<file path="src/rtl/nvm_write_guard.sv">
module nvm_write_guard #(
  parameter int ADDR_W       = 9,
  parameter int DATA_W       = 8,
  parameter int WRITE_CYCLES = 32,
  parameter int ARM_CYCLES   = 4,
  parameter int HALT_CYCLES  = 2
) (
  input  logic              clk,
  input  logic              rst_n,
  input  logic              gie,
  input  logic              flash_busy,
  input  logic              bus_wr,
  input  logic [7:0]        bus_wdata,
  input  logic [ADDR_W-1:0] addr_in,
  input  logic [DATA_W-1:0] data_in,
  output logic [7:0]        ctrl_rdata,
  output logic              ready_irq,
  output logic              cpu_halt,
  output logic              mem_start,
  output logic              mem_done,
  output logic [ADDR_W-1:0] mem_addr,
  output logic [DATA_W-1:0] mem_data
);

  localparam int WCNT_W = (WRITE_CYCLES > 1) ? $clog2(WRITE_CYCLES) : 1;
  localparam int ACNT_W = (ARM_CYCLES > 1) ? $clog2(ARM_CYCLES) : 1;
  localparam int HCNT_W = $clog2(HALT_CYCLES + 1);

  logic              irq_en, arm, busy, rd_bit;
  logic [ACNT_W-1:0] arm_cnt;
  logic [WCNT_W-1:0] wr_cnt;
  logic [HCNT_W-1:0] halt_cnt;

  wire unused_hi = ^bus_wdata[7:4];
  wire strobe    = bus_wr & bus_wdata[1];
  wire accept    = strobe & arm & ~busy & ~flash_busy;

  assign ctrl_rdata = {4'b0000, irq_en, arm, busy, rd_bit};
  assign ready_irq  = irq_en & ~busy & gie;
  assign cpu_halt   = (halt_cnt != '0);
  assign mem_done   = busy & (wr_cnt == '0);

  always_ff @(posedge clk or negedge rst_n) begin
    if (!rst_n) begin
      irq_en   <= 1'b0;
      rd_bit   <= 1'b0;
      arm      <= 1'b0;
      arm_cnt  <= '0;
      busy     <= 1'b0;
      wr_cnt   <= '0;
      halt_cnt <= '0;
      mem_start <= 1'b0;
      mem_addr <= '0;
      mem_data <= '0;
    end else begin
      mem_start <= accept;

      if (bus_wr) begin
        irq_en <= bus_wdata[3];
        rd_bit <= bus_wdata[0];
      end

      if (bus_wr) begin
        arm     <= bus_wdata[2];
        arm_cnt <= ACNT_W'(ARM_CYCLES - 1);
      end else if (arm) begin
        if (arm_cnt == '0) arm <= 1'b0;
        else               arm_cnt <= arm_cnt - 1'b1;
      end

      if (accept) begin
        busy     <= 1'b1;
        wr_cnt   <= WCNT_W'(WRITE_CYCLES - 1);
        mem_addr <= addr_in;
        mem_data <= data_in;
      end else if (busy) begin
        if (wr_cnt == '0) busy <= 1'b0;
        else              wr_cnt <= wr_cnt - 1'b1;
      end

      if (accept)               halt_cnt <= HCNT_W'(HALT_CYCLES);
      else if (halt_cnt != '0)  halt_cnt <= halt_cnt - 1'b1;
    end
  end

  assert_arm_timeout_R3: assert property (@(posedge clk) disable iff (!rst_n)
    arm && arm_cnt == '0 && !bus_wr |=> !arm);

  assert_start_armed_R4: assert property (@(posedge clk) disable iff (!rst_n)
    $rose(busy) |-> $past(arm) && mem_start);

  assert_done_clears_R6: assert property (@(posedge clk) disable iff (!rst_n)
    mem_done |=> !busy);

  assert_irq_after_done_R7: assert property (@(posedge clk) disable iff (!rst_n)
    $fell(busy) && irq_en && gie |-> ready_irq);

  assert_halt_two_R8: assert property (@(posedge clk) disable iff (!rst_n)
    $rose(cpu_halt) |=> cpu_halt);

  assert_halt_ends_R8: assert property (@(posedge clk) disable iff (!rst_n)
    cpu_halt && $past(cpu_halt) |=> !cpu_halt);

  assert_no_flash_start_R9: assert property (@(posedge clk) disable iff (!rst_n)
    $rose(busy) |-> !$past(flash_busy));

  assert_latched_R10: assert property (@(posedge clk) disable iff (!rst_n)
    busy && $past(busy) |-> $stable(mem_addr) && $stable(mem_data) && !mem_start);

endmodule

</file>
<file path="config.mk">
export PLATFORM = sky130hd
export DESIGN_NAME = nvm_write_guard
export DESIGN_NICKNAME = d
export VERILOG_FILES = /design/src/rtl/nvm_write_guard.sv
export SDC_FILE = /design/constraint.sdc
export NUM_CORES = 1
export LEC_CHECK = 0
export BUFFER_PORTS_ARGS = -buffer_cell sky130_fd_sc_hd__buf_2
export CAP_MARGIN = 10
export CELL_PAD_IN_SITES_DETAIL_PLACEMENT = 1
export CELL_PAD_IN_SITES_GLOBAL_PLACEMENT = 1
export CORE_UTILIZATION = 35
export DETAILED_ROUTE_END_ITERATION = 10
export PLACE_DENSITY_LB_ADDON = 0.1
export SETUP_SLACK_MARGIN = 0.02
export SYNTH_ARGS = -nofsm -noshare
export SYNTH_HDL_FRONTEND = slang
export SYNTH_SLANG_ARGS = --single-unit
</file>
<file path="constraint.sdc">
create_clock -name clk -period 1.75 [get_ports clk]
set_input_delay 0.175 -clock clk [delete_from_list [all_inputs] [get_ports clk]]
set_output_delay 0.175 -clock clk [all_outputs]
set_load 0.005 [all_outputs]
</file>
======== Word level (Yosys, flattened, before mapping) ========
Index checks and enable logic that the tools add are counted.
storage, ports and cells
  input port bits ......................... 30
  register bits after elaboration ......... 31
  output and inout bits ................... 29
  word-level logic and storage cells ...... 46
operators by class
  reduce and logical (&&, ||, !) cells .... 8
  bitwise logic cells ..................... 9
  multiplexer cells ....................... 14
  add/subtract/negate cells ............... 3
  equality and inequality tests ........... 2
operators with widths
  kind                                              count
  2-to-1 mux 5 bit                                  3
  2-to-1 mux 2 bit                                  5
  nonzero test 2 bit                                4
  AND 1 bit                                         7
  2-to-1 mux 1 bit                                  6
  logical NOT 5 bit                                 1
  subtractor 5 x 1 -> 5 bit, second input constant  1
  != test 2 bit, second input constant              2
  AND reduction 2 bit                               2
  subtractor 2 x 1 -> 2 bit, second input constant  2
  logical NOT 2 bit                                 1
  inverter 1 bit                                    2

======== Logic depth before layout (Yosys ltp) ========
Gate-level depths: netlist of the first run.
  depth in word-level cells ............... 6
  depth in mapped cells ................... 5
  mapped depth without buffers ............ 5

======== Worst setup path after synthesis of the first run ========
No wires, ideal clock.
  kind .................................... flip-flop to flip-flop
  start point ............................. reg busy
  end point ............................... reg mem_addr[0]
  data arrival time ....................... 1261 ps
  path buffers ............................ 1
  library setup time ...................... 125 ps
  setup slack ............................. 364 ps
  period minus slack after synthesis ...... 1386 ps
  stages on the path, launching flop included .. 6
  required time ........................... 1625 ps
  cells stage by stage .................... dfrtp_1 > nor2_1 > nand4_2 > inv_2 > buf_6 > mux2_2
on the way
  word-level cells in the longest chain between the ends .. 3
ends and longest elaborated chain
  element                 RTL line  text
  from (decl)             29        logic irq_en, arm, busy, rd_bit;
  from (signal assigned)  49        busy <= 1'b0;
  from (signal assigned)  72        busy <= 1'b1;
  from (signal assigned)  77        if (wr_cnt == '0) busy <= 1'b0;
  inverter 1 bit          36        wire accept = strobe & arm & ~busy & ~flash_busy;
  AND 1 bit (2 in a row)  36
  to (signal assigned)    74        mem_addr <= addr_in;
  to (decl)               21        output logic [ADDR_W-1:0] mem_addr,
Every way passes these cells.
A chain may end at the register's enable or synchronous reset.

======== Worst setup path in the final report of the first run ========
  start point ............................. reg wr_cnt[0]
  end point ............................... out mem_done
on the way
  word-level cells in the longest chain between the ends .. 2
ends and longest elaborated chain
  element                 RTL line  text
  from (decl)             31        logic [WCNT_W-1:0] wr_cnt;
  from (signal assigned)  73        wr_cnt <= WCNT_W'(WRITE_CYCLES - 1);
  from (signal assigned)  78        else wr_cnt <= wr_cnt - 1'b1;
  logical NOT 5 bit       41        assign mem_done = busy & (wr_cnt == '0);
  AND 1 bit               41
  to (decl)               20        output logic mem_done,
Every way passes these cells.

==> results of run 1 <==
layout make-up:
| class | count | area [um2] |
|---|---|---|
| clock buffer | 6 | 82.6 |
| inverter | 9 | 33.8 |
| sequential | 31 | 776 |
| timing repair buffer | 53 | 288 |
| clock inverter | 2 | 35.0 |
| tap | 48 | 60.1 |
| multi-input combinational | 58 | 479 |
| fill | 416 | 1930 |
state kept, by name (all words and copies together), names as in the netlist, 2 cells and up:
signal	cells
mem_addr	9
arm_cnt	2
wr_cnt	5
halt_cnt	2
mem_data	8
worst max-delay path, delay by kind of cell, from the launching register on:
kind                     cells  cell delay [ns]
adder cells (fa/ha/maj)      1             0.20
buffers and inverters        2             0.25
flip-flops                   1             0.40
AND/OR/NAND/NOR              2             0.30
per-layer routing:
metal | global-route usage (%) | vias to the layer above | wire length (um)
li1 | - | 451 | -
met2 | 24.7 | 34 | 1340
met3 | 6.96 | 5 | 161
met1 | 15.5 | 467 | 1080
met5 | 0 | - | 0
met4 | 4.72 | 0 | 31
logic make-up after synthesis:
group | count (synthesis) | synth area share, %
muxes | 20 | 16.5
DFF | 31 | 57.0
xor gates and xnor gates | 2 | 1.29
and+or+nand+nor | 20 | 9.11
AOI/OAI and AO/OA | 9 | 4.51
other | 1 | 0.276
buffers and inverters | 19 | 8.56
adders and majority gates | 3 | 2.76
cells in the final DEF, fill, tap and decap left out, types with 2 or more instances in the layout:
| cell type | Yosys | final |
|---|---|---|
| or4b_1 | 2 | 2 |
| nand2_1 | 5 | 5 |
| nor2_1 | 3 | 3 |
| nand2b_1 | 2 | 2 |
| o21ai_0 | 2 | 2 |
| dfrtp_1 | 31 | 31 |
| a211o_1 | 3 | 3 |
| ha_1 | 3 | 3 |
| buf_2 | 0 | 50 |
| clkbuf_8 | 0 | 6 |
| mux2_2 | 18 | 18 |
| inv_1 | 8 | 8 |
| nor3_1 | 3 | 3 |
| conb_1 | 1 | 4 |
worst paths after layout:
check / slack, ns / endpoint / start
min in group asynchronous: 0.46 / wr_cnt[2]$_DFFE_PN0P_ / rst_n
setup / recovery: 0.16 / mem_done / wr_cnt[0]$_DFFE_PN0P_
max in group asynchronous: 0.85 / mem_addr[3]$_DFFE_PN0P_ / rst_n
hold reg to reg: 0.50 / mem_addr[0]$_DFFE_PN0P_ / mem_addr[0]$_DFFE_PN0P_
hold / removal: 0.11 / arm$_DFF_PN0_ / bus_wdata[2]
setup reg to reg: 0.20 / wr_cnt[3]$_DFFE_PN0P_ / wr_cnt[0]$_DFFE_PN0P_
power groups by stage:
| stage | logic [W] | registers [W] | clock network, W |
|---|---|---|---|
| floorplan | 0.000474 | 0.00116 | 0 |
| global placement | 0.000772 | 0.00115 | 0 |
| detailed placement | 0.000817 | 0.00117 | 0 |
| CTS | 0.000823 | 0.00116 | 0.000733 |
| global route | 0.000907 | 0.00120 | 0.000777 |
| finish | 0.000801 | 0.00116 | 0.000707 |
through the flow:
| step | hold WS [ns] | setup slack [ns] |
|---|---|---|
| floorplan | -0.121 | 0.364 |
| global placement | 0.259 | 0.271 |
| detailed placement | 0.260 | 0.218 |
| CTS | 0.104 | 0.130 |
| global route | 0.115 | 0.0238 |
| finish | 0.108 | 0.158 |
what timing repair did:
item | 4_1_cts | 5_1_grt
endpoints found under the hold margin | 31 | 0
buffers inserted | 0 | 0
resized for setup | 0 | 0
hold buffers | 1 | 0
==> summary.md, run 1 <==
- run status: finished clean
- grt ovf: 0
- sequential-to-total area share from yosys stat: 57.0%
- max-capacitance violation count: 0
- classification of the worst-slack hold path: primary input to flop
- fin crit period: 1.59 ns
- chip width: 64.3 um
- global-route wire length before repair: 4.50 mm
- initial core utilization: 36.9%
- io pins: 59
- latest clock arrival within the worst-skew pair: 0.28 ns
- Inst Count DP: 198
- flip-flop cell with the highest count after synthesis: dfrtp_1
- fin crit share: 91.0%
- Setup CP Type: flop to primary output
- depth of the most critical reg-to-reg path: 5
- Worst Setup Start Kind: flop
- number of I/O port buffers: 50
- CTS Root Cell: clkbuf_8
- peak supply drop: 0.732 mV
- TritonCTS clock tree: built
- Commonest cells post-synth: 31 x dfrtp_1, 18 x mux2_2, 8 x buf_4, 8 x inv_1, 5 x nand2_1
- setup skew after layout: 0.00277 ns
- Final Hold Viols: 0
- Non-Filler Instances: 207
- critical path cell sequence: inv_1, ha_1, nand2_1, nor4_1, buf_2
- clock group share of total power: 26.5%
- post-route cell area: 1750 um2
- maximum number of pins on one net before global-route repair: 32
- DRC violations left: 0
- via/cell ratio: 4.62
- relative area change from synthesis to final layout: 29.0%
- delay of the slowest cell on the worst path: 0.40 ns
- Cells on Worst Hold Path: 3
- static leakage: 0.927 nW
- clock-pin slew of the registers on the worst-case setup and hold paths: 0.06 ns
- top post-synthesis cells by area: dfrtp_1 57%, mux2_2 15%, buf_4 4.4%
- Psw: 0.000778 W
- proportion of synthesized flip-flops having asynchronous set or reset: 100%
- final layout net count: 191
- total routing resource utilization after global routing: 14.5%
- routed wirelength normalized by instance count: 12.7 um
- floorplan die height: 64.3 um
- Routability Congestion: 0.731
- combinational group share of total power: 30.0%
- cell type contributing the most total cell area after synthesis: dfrtp_1
- final max-slew violation count: 0
- Std-Cell Core Area: 3690 um2
- layout cell share with drive strength beyond 1: 51.6%
- Critical Path End Type: primary output
- crit path max fanout: 4
- transition time at the pin with the least slew margin: 0.674 ns
- detailed-routing iteration count for the pre-antenna-repair pass: 4
- share of Yosys cell area claimed by the top area cell type: 57.0%
- distinct cell type count after synthesis: 28
- cell-internal power: 0.00189 W
- DPL Wire Length: 1.93 mm
- antenna violations before repair: 0
- antenna diode instance count: 0
- setup violation total in the final timing report: 0
- fraction of the core area covered by cells at the end of the flow: 47.6%
- number of buffers between clock root and the deepest sink: 2
- Detail Route Antenna Nets: 0
- cell with the largest stage delay on the worst path: dfrtp_1
- required time at the worst-slack endpoint: 1.57 ns
- switching power share of the total: 29.1%
- highest clock frequency the design can meet: 0.628 GHz
- Total Neg Setup Slack: 0 ns
- number of buffers created by CTS: 5
- post-synthesis sequential element count: 31
- Reg power frac: 43.5%
- site row count: 22
- vias in the first global route: 1,066
- data arrival time of the critical path: 1.42 ns
- Routed Wire Length: 2.62 mm
- full die area: 4140 um2
- number of H-tree levels: 2
- power per cell area: 1520 nW/um2
- Avg Synthesized Cell Area: 13.0 um2
- placed cell area: 1630 um2
- count of synthesis-stage warnings from yosys: 0
- total number of vias: 957
- most common cell in the synthesized netlist: dfrtp_1
- Synth Cell Area: 1360 um2
- headroom to the max-slew limit: 55.1%
- number of clock sinks: 31
- RSZ-0062 raised after global routing: false
- number of synthesized flops with an enable pin: 0
- Detailed Route Iter0 Violations: 52
- Gate Count Post-Synth: 105
- overall power consumption: 0.00267 W
(Power assumes the default switching activity.)
==> run 2, diff against run 1 <==
- CORE_ASPECT_RATIO: not set -> 0.5
- clock period: 1.75 -> 1.55 ns (I/O delays scaled with it)
==> summary.md, run 2 (synthesis gave the netlist of run 1 again) <==
- internal reg-to-reg setup slack: 0.02 ns, -0.18 ns
- number of H-tree levels: 2, unchanged
- Top Registers: mem_addr x9, mem_data x8, wr_cnt x5
- io pins: 59, unchanged
- final layout net count: 197, +3.1%
- vias in the first global route: 990, -7.1%
- Hold Path Sink: mem_data[7]$_DFFE_PN0P_
- total routing resource utilization after global routing: 14.4%, -0.026 points
- Inst Count DP: 204, +3.0%
- Detailed Route Iter0 Violations: 25, -52%
- worst hold path startpoint: data_in[7]
- classification of the worst-slack hold path: primary input to flop
- total number of vias: 987, +3.1%
- Worst R2R End: wr_cnt[0]$_DFFE_PN0P_
- Critical Path End Type: flop
- global-route wire length before repair: 4.51 mm, +0.31%
- Detail Route Antenna Nets: 0, unchanged
- headroom to the max-slew limit: 53.6%, -1.5 points
- Routability Congestion: 0.731, about the same
- Cells on Worst Hold Path: 2, -1
- highest clock frequency the design can meet: 0.653 GHz
- DRC violations left: 0, unchanged
- initial core utilization: 38.1%, +1.3 points
- flip-flop count of the largest register, all copies and words added: 9, unchanged
- Std-Cell Core Area: 3570 um2, -3.3%
- peak supply drop: 0.799 mV, +9.2%
- number of buffers between clock root and the deepest sink: 2, unchanged
- source of the worst register-to-register timing path: wr_cnt[1]$_DFFE_PN0P_
- fin crit share: 98.8%
- number of buffers created by CTS: 5, unchanged
- antenna violations before repair: 0, unchanged
- setup skew after layout: 0.00367 ns, +0.000906 ns
- depth of the most critical reg-to-reg path: 5, unchanged
- Non-Filler Instances: 215, +3.9%
- required time at the worst-slack endpoint: 1.71 ns, +0.14 ns
- Worst Setup Start Kind: flop
- number of I/O port buffers: 50, unchanged
- crit path max fanout: 3, -1
- commonest cells after routing, fill and taps aside: 50 x buf_2, 31 x dfrtp_1, 18 x mux2_2
- DPL Wire Length: 1.95 mm, +1.4%
- layout cell share with drive strength beyond 1: 56.1%, +4.5 points
- site row count: 15, -32%
- maximum number of pins on one net before global-route repair: 32, unchanged
- static leakage: 0.951 nW, +2.6%
- Filler Cells Inserted: 393, -5.5%
- via/cell ratio: 4.59, -0.70%
- TritonCTS clock tree: built
- clock-pin slew of the registers on the worst-case setup and hold paths: 0.07 ns, about the same
- fraction of the core area covered by cells at the end of the flow: 50.6%, +3.1 points
- latest clock arrival within the worst-skew pair: 0.27 ns, about the same
- CTS Root Cell: clkbuf_8
- chip width: 90.2 um, +40%
- antenna diode instance count: 0, unchanged
- Final Hold Viols: 0, unchanged
- fin crit period: 1.53 ns
- run status: finished clean
- floorplan die height: 46.1 um, -28%
- number of clock sinks: 31, unchanged
- data arrival time of the critical path: 1.69 ns, +0.27 ns
- RSZ-0062 raised after global routing: true
- Routed Wire Length: 2.74 mm, +4.5%
- relative area change from synthesis to final layout: 32.8%
- routed wirelength normalized by instance count: 12.7 um, +0.62%
- Setup CP Type: flop to flop
- Multi-input gate area: 499 um2, +4.2%
- register cell area after layout: 776 um2, unchanged
- full die area: 4150 um2, +0.37%
- max-capacitance violation count: 0, unchanged
- Largest Register: mem_addr
- grt ovf: 0, unchanged
- transition time at the pin with the least slew margin: 0.696 ns, +0.0228 ns
- power per cell area: 1630 nW/um2, +7.1%
- most common cell after layout, fill and taps aside: buf_2
- detailed-routing iteration count for the pre-antenna-repair pass: 4, unchanged
- setup violation total in the final timing report: 0, unchanged
- final max-slew violation count: 0, unchanged
## run 2: cell count changes in the layout (fill, tap and decap cells not counted)
cell	change
buf_4	+5
buf_12	+1
bufinv_16	-1
ha_1	-1
ha_2	+1
inv_1	-1
inv_2	+1
nand2_1	-1
nand2_4	+1
nor4_1	-1
nor4_2	+1
or4b_1	-1
or4b_4	+1
## run 2: timing repair
item	in CTS	in global routing
endpoints found under the setup margin	2	5
setup buffers	0	3
resized for setup	0	6
endpoints found under the hold margin	31	0
hold buffers	1	0
pin swaps	0	3
## run 2: layer usage
metal	up-vias	part of all wire, %	global-route usage [%]
li1	464	-	-
met1	492	46	18.6
met2	31	48	23.1
met3	0	6.4	5.94
met4	0	0	3.87
met5	-	0	0
## run 2: critical path, cell delays in order (launching register included)
cell     delay, ns
dfrtp_1       0.39
inv_1         0.06
ha_2          0.21
or4b_4        0.48
a21oi_1       0.18
o21ai_1       0.09
## run 2: final cells by class
type / instances / share of cell area (%)
Clock buffer: 6 / 4.57
Clock inverter: 1 / 0.277
Inverter: 9 / 1.87
Multi-Input combinational cell: 58 / 27.7
Sequential cell: 31 / 43.0
Tap cell: 51 / 3.53
Timing Repair Buffer: 59 / 19.1
## run 2: worst max path at each step
stage	from	endpoint	slack, ns	cells after the start
global route	wr_cnt[0]$_DFFE_PN0P_	mem_done	-0.04	5
detailed placement	wr_cnt[0]$_DFFE_PN0P_	wr_cnt[0]$_DFFE_PN0P_	0.04	5
CTS	wr_cnt[0]$_DFFE_PN0P_	mem_done	0.005	5
finish	wr_cnt[1]$_DFFE_PN0P_	wr_cnt[0]$_DFFE_PN0P_	0.02	5
global placement	wr_cnt[0]$_DFFE_PN0P_	wr_cnt[0]$_DFFE_PN0P_	0.09	5
floorplan	busy$_DFF_PN0_	mem_addr[0]$_DFFE_PN0P_	0.16	5
## run 2: metrics by stage
stage          total power (W)  hold slack [ns]  worst slack (ns)  TNS (ns)  area [um2]
6_report               0.00294           0.0968            0.0183         0        1810
2_1_floorplan          0.00185           -0.141             0.164         0        1370
4_1_cts                0.00291           0.0847           0.00501         0        1760
5_1_grt                0.00318           0.0842           -0.0354   -0.0854        1810
3_3_place_gp           0.00219            0.247            0.0936         0        1670
3_5_place_dp           0.00224            0.247            0.0446         0        1670
## run 2: power breakdown
group          internal (W)  switching, W  total [W]
sequential          0.00111      0.000207    0.00132
clock              0.000348      0.000283   0.000631
combinational      0.000569      0.000426   0.000995
total               0.00203      0.000916    0.00294
==> run 3, diff against run 2 <==
- CELL_PAD_IN_SITES_DETAIL_PLACEMENT: 1 -> not set
- CELL_PAD_IN_SITES_GLOBAL_PLACEMENT: 1 -> not set
- CORE_UTILIZATION: 35 -> 38
- PLACE_DENSITY: not set -> 0.66
- PLACE_DENSITY_LB_ADDON: 0.1 -> not set
==> summary.md, run 3 (synthesis gave the netlist of run 1 again) <==
- static leakage: 0.922 nW, -3.1%
- Routed Wire Length: 2.40 mm, -12%
- number of clock sinks: 31, unchanged
- layout cell share with drive strength beyond 1: 54.4%, -1.7 points
- commonest cells after routing, fill and taps aside: 50 x buf_2, 31 x dfrtp_1, 18 x mux2_2
- antenna violations before repair: 0, unchanged
- Setup Buffers After CTS: 0, unchanged
- Non-Filler Instances: 208, -3.3%
- routed wirelength normalized by instance count: 11.5 um, -9.5%
- power per cell area: 1640 nW/um2, +0.38%
- Worst Setup Start Kind: flop
- cell with the largest stage delay on the worst path: or4b_4
- via/cell ratio: 4.61, +0.33%
- antenna diode instance count: 0, unchanged
- classification of the worst-slack hold path: primary input to flop
- number of I/O port buffers: 50, unchanged
- setup skew after layout: 0.00112 ns, -0.00255 ns
- clock-pin slew of the registers on the worst-case setup and hold paths: 0.06 ns, about the same
- Inst Count DP: 200, -2.0%
- full die area: 3840 um2, -7.6%
- Top Registers: mem_addr x9, mem_data x8, wr_cnt x5
- number of buffers created by CTS: 5, unchanged
- final layout net count: 193, -2.0%
- TritonCTS clock tree: built
- maximum number of pins on one net before global-route repair: 32, unchanged
- total routing resource utilization after global routing: 14.9%, +0.48 points
- run status: finished clean
- number of buffers between clock root and the deepest sink: 2, unchanged
- fin crit period: 1.46 ns, -0.0697 ns
- required time at the worst-slack endpoint: 1.71 ns, about the same
- detailed-routing iteration count for the pre-antenna-repair pass: 4, unchanged
- delay of the slowest cell on the worst path: 0.46 ns, -0.02 ns
- highest clock frequency the design can meet: 0.684 GHz, +4.8%
- number of H-tree levels: 2, unchanged
- DPL Wire Length: 1.76 mm, -10%
- final max-slew violation count: 0, unchanged
- Std-Cell Core Area: 3210 um2, -10%
- initial core utilization: 42.4%, +4.3 points
- Setup CP Type: flop to flop
- Detail Route Antenna Nets: 0, unchanged
- global-route wire length before repair: 4.20 mm, -6.9%
- Largest Register: mem_addr
- vias in the first global route: 965, -2.5%
- Routability Congestion: 0.757, +3.5%
- Filler Cells Inserted: 304, -23%
- fin crit share: 94.3%, -4.5 points
- Critical Path End Type: flop
- headroom to the max-slew limit: 54.1%, +0.49 points
- DRC violations left: 0, unchanged
- CTS Root Cell: clkbuf_8
- io pins: 59, unchanged
- Final Hold Viols: 0, unchanged
- relative area change from synthesis to final layout: 28.9%
- setup violation total in the final timing report: 0, unchanged
- grt ovf: 0, unchanged
- chip width: 86.6 um, -3.9%
- Worst Hold Slack: 0.0872 ns, -0.00959 ns
- crit path max fanout: 3, unchanged
- Total Neg Setup Slack: 0 ns, unchanged
- latest clock arrival within the worst-skew pair: 0.27 ns, about the same
- RSZ-0062 raised after global routing: true
- transition time at the pin with the least slew margin: 0.689 ns, -0.00737 ns
- data arrival time of the critical path: 1.62 ns, -0.07 ns
- fraction of the core area covered by cells at the end of the flow: 54.7%, +4.1 points
- peak supply drop: 0.720 mV, -9.9%
- site row count: 14, -1
- total number of vias: 958, -2.9%
- flip-flop count of the largest register, all copies and words added: 9, unchanged
- critical path cell sequence: inv_1, ha_4, or4b_4, a21oi_1, o21ai_1
- floorplan die height: 44.3 um, -3.9%
- max-capacitance violation count: 0, unchanged
- most common cell after layout, fill and taps aside: buf_2
- Detailed Route Iter0 Violations: 17, -32%
- internal reg-to-reg setup slack: 0.09 ns, +0.07 ns
## run 3: worst paths after layout
| check | from | endpoint | depth (start not counted) |
|---|---|---|---|
| min in group asynchronous | rst_n | rd_bit$_DFFE_PN0P_ | 2 |
| min reg2reg | arm_cnt[1]$_DFFE_PN0P_ | arm_cnt[1]$_DFFE_PN0P_ | 1 |
| min | bus_wdata[2] | arm$_DFF_PN0_ | 3 |
| max | wr_cnt[0]$_DFFE_PN0P_ | wr_cnt[0]$_DFFE_PN0P_ | 5 |
| max reg2reg | wr_cnt[0]$_DFFE_PN0P_ | wr_cnt[0]$_DFFE_PN0P_ | 5 |
| max in group asynchronous | rst_n | wr_cnt[2]$_DFFE_PN0P_ | 2 |
## run 3: per-layer routing
layer | vias up | share of wire (%) | GRT usage, % | wire [um]
li1 | 458 | - | - | -
met1 | 468 | 42 | 17.0 | 1020
met2 | 25 | 50 | 25.2 | 1190
met3 | 7 | 5.3 | 5.60 | 128
met4 | 0 | 2.4 | 8.00 | 57
met5 | - | 0 | 0 | 0
## run 3: layout make-up
cell class | instances | area [um2] | area share (%)
sequential | 31 | 776 | 44.3
multi-input combinational | 58 | 504 | 28.8
timing repair buffer | 55 | 290 | 16.6
clock buffer | 6 | 82.6 | 4.71
tap | 48 | 60.1 | 3.43
inverter | 9 | 35.0 | 2.00
clock inverter | 1 | 5.00 | 0.286
## run 3: timing repair
item                                    CTS  global route
hold endpoints to repair                 31             0
hold buffers                              1             0
endpoints found under the setup margin    0            23
resized for setup                         0             6
## run 3: worst max-delay path: cells and delay by family (launching register included)
kind / cells / cell delay [ns]
buffers and inverters: 1 / 0.11
AOI/OAI and AO/OA: 2 / 0.23
and+or+nand+nor: 1 / 0.46
DFF: 1 / 0.39
adders and majority gates: 1 / 0.15
## run 3: power breakdown
group          internal, W  leakage (nW)  switching (W)
Clock             0.000348        0.0470       0.000281
Sequential         0.00111         0.375       0.000193
Combinational     0.000534         0.500       0.000402
Total              0.00199         0.922       0.000876
## run 3: stage by stage
| step | setup slack (ns) | area, um2 | total power [W] |
|---|---|---|---|
| 2_1_floorplan | 0.164 | 1370 | 0.00185 |
| 3_3_place_gp | 0.0789 | 1630 | 0.00217 |
| 3_5_place_dp | 0.0937 | 1630 | 0.00221 |
| 4_1_cts | 0.0347 | 1730 | 0.00286 |
| 5_1_grt | 0.0196 | 1750 | 0.00311 |
| 6_report | 0.0881 | 1750 | 0.00287 |
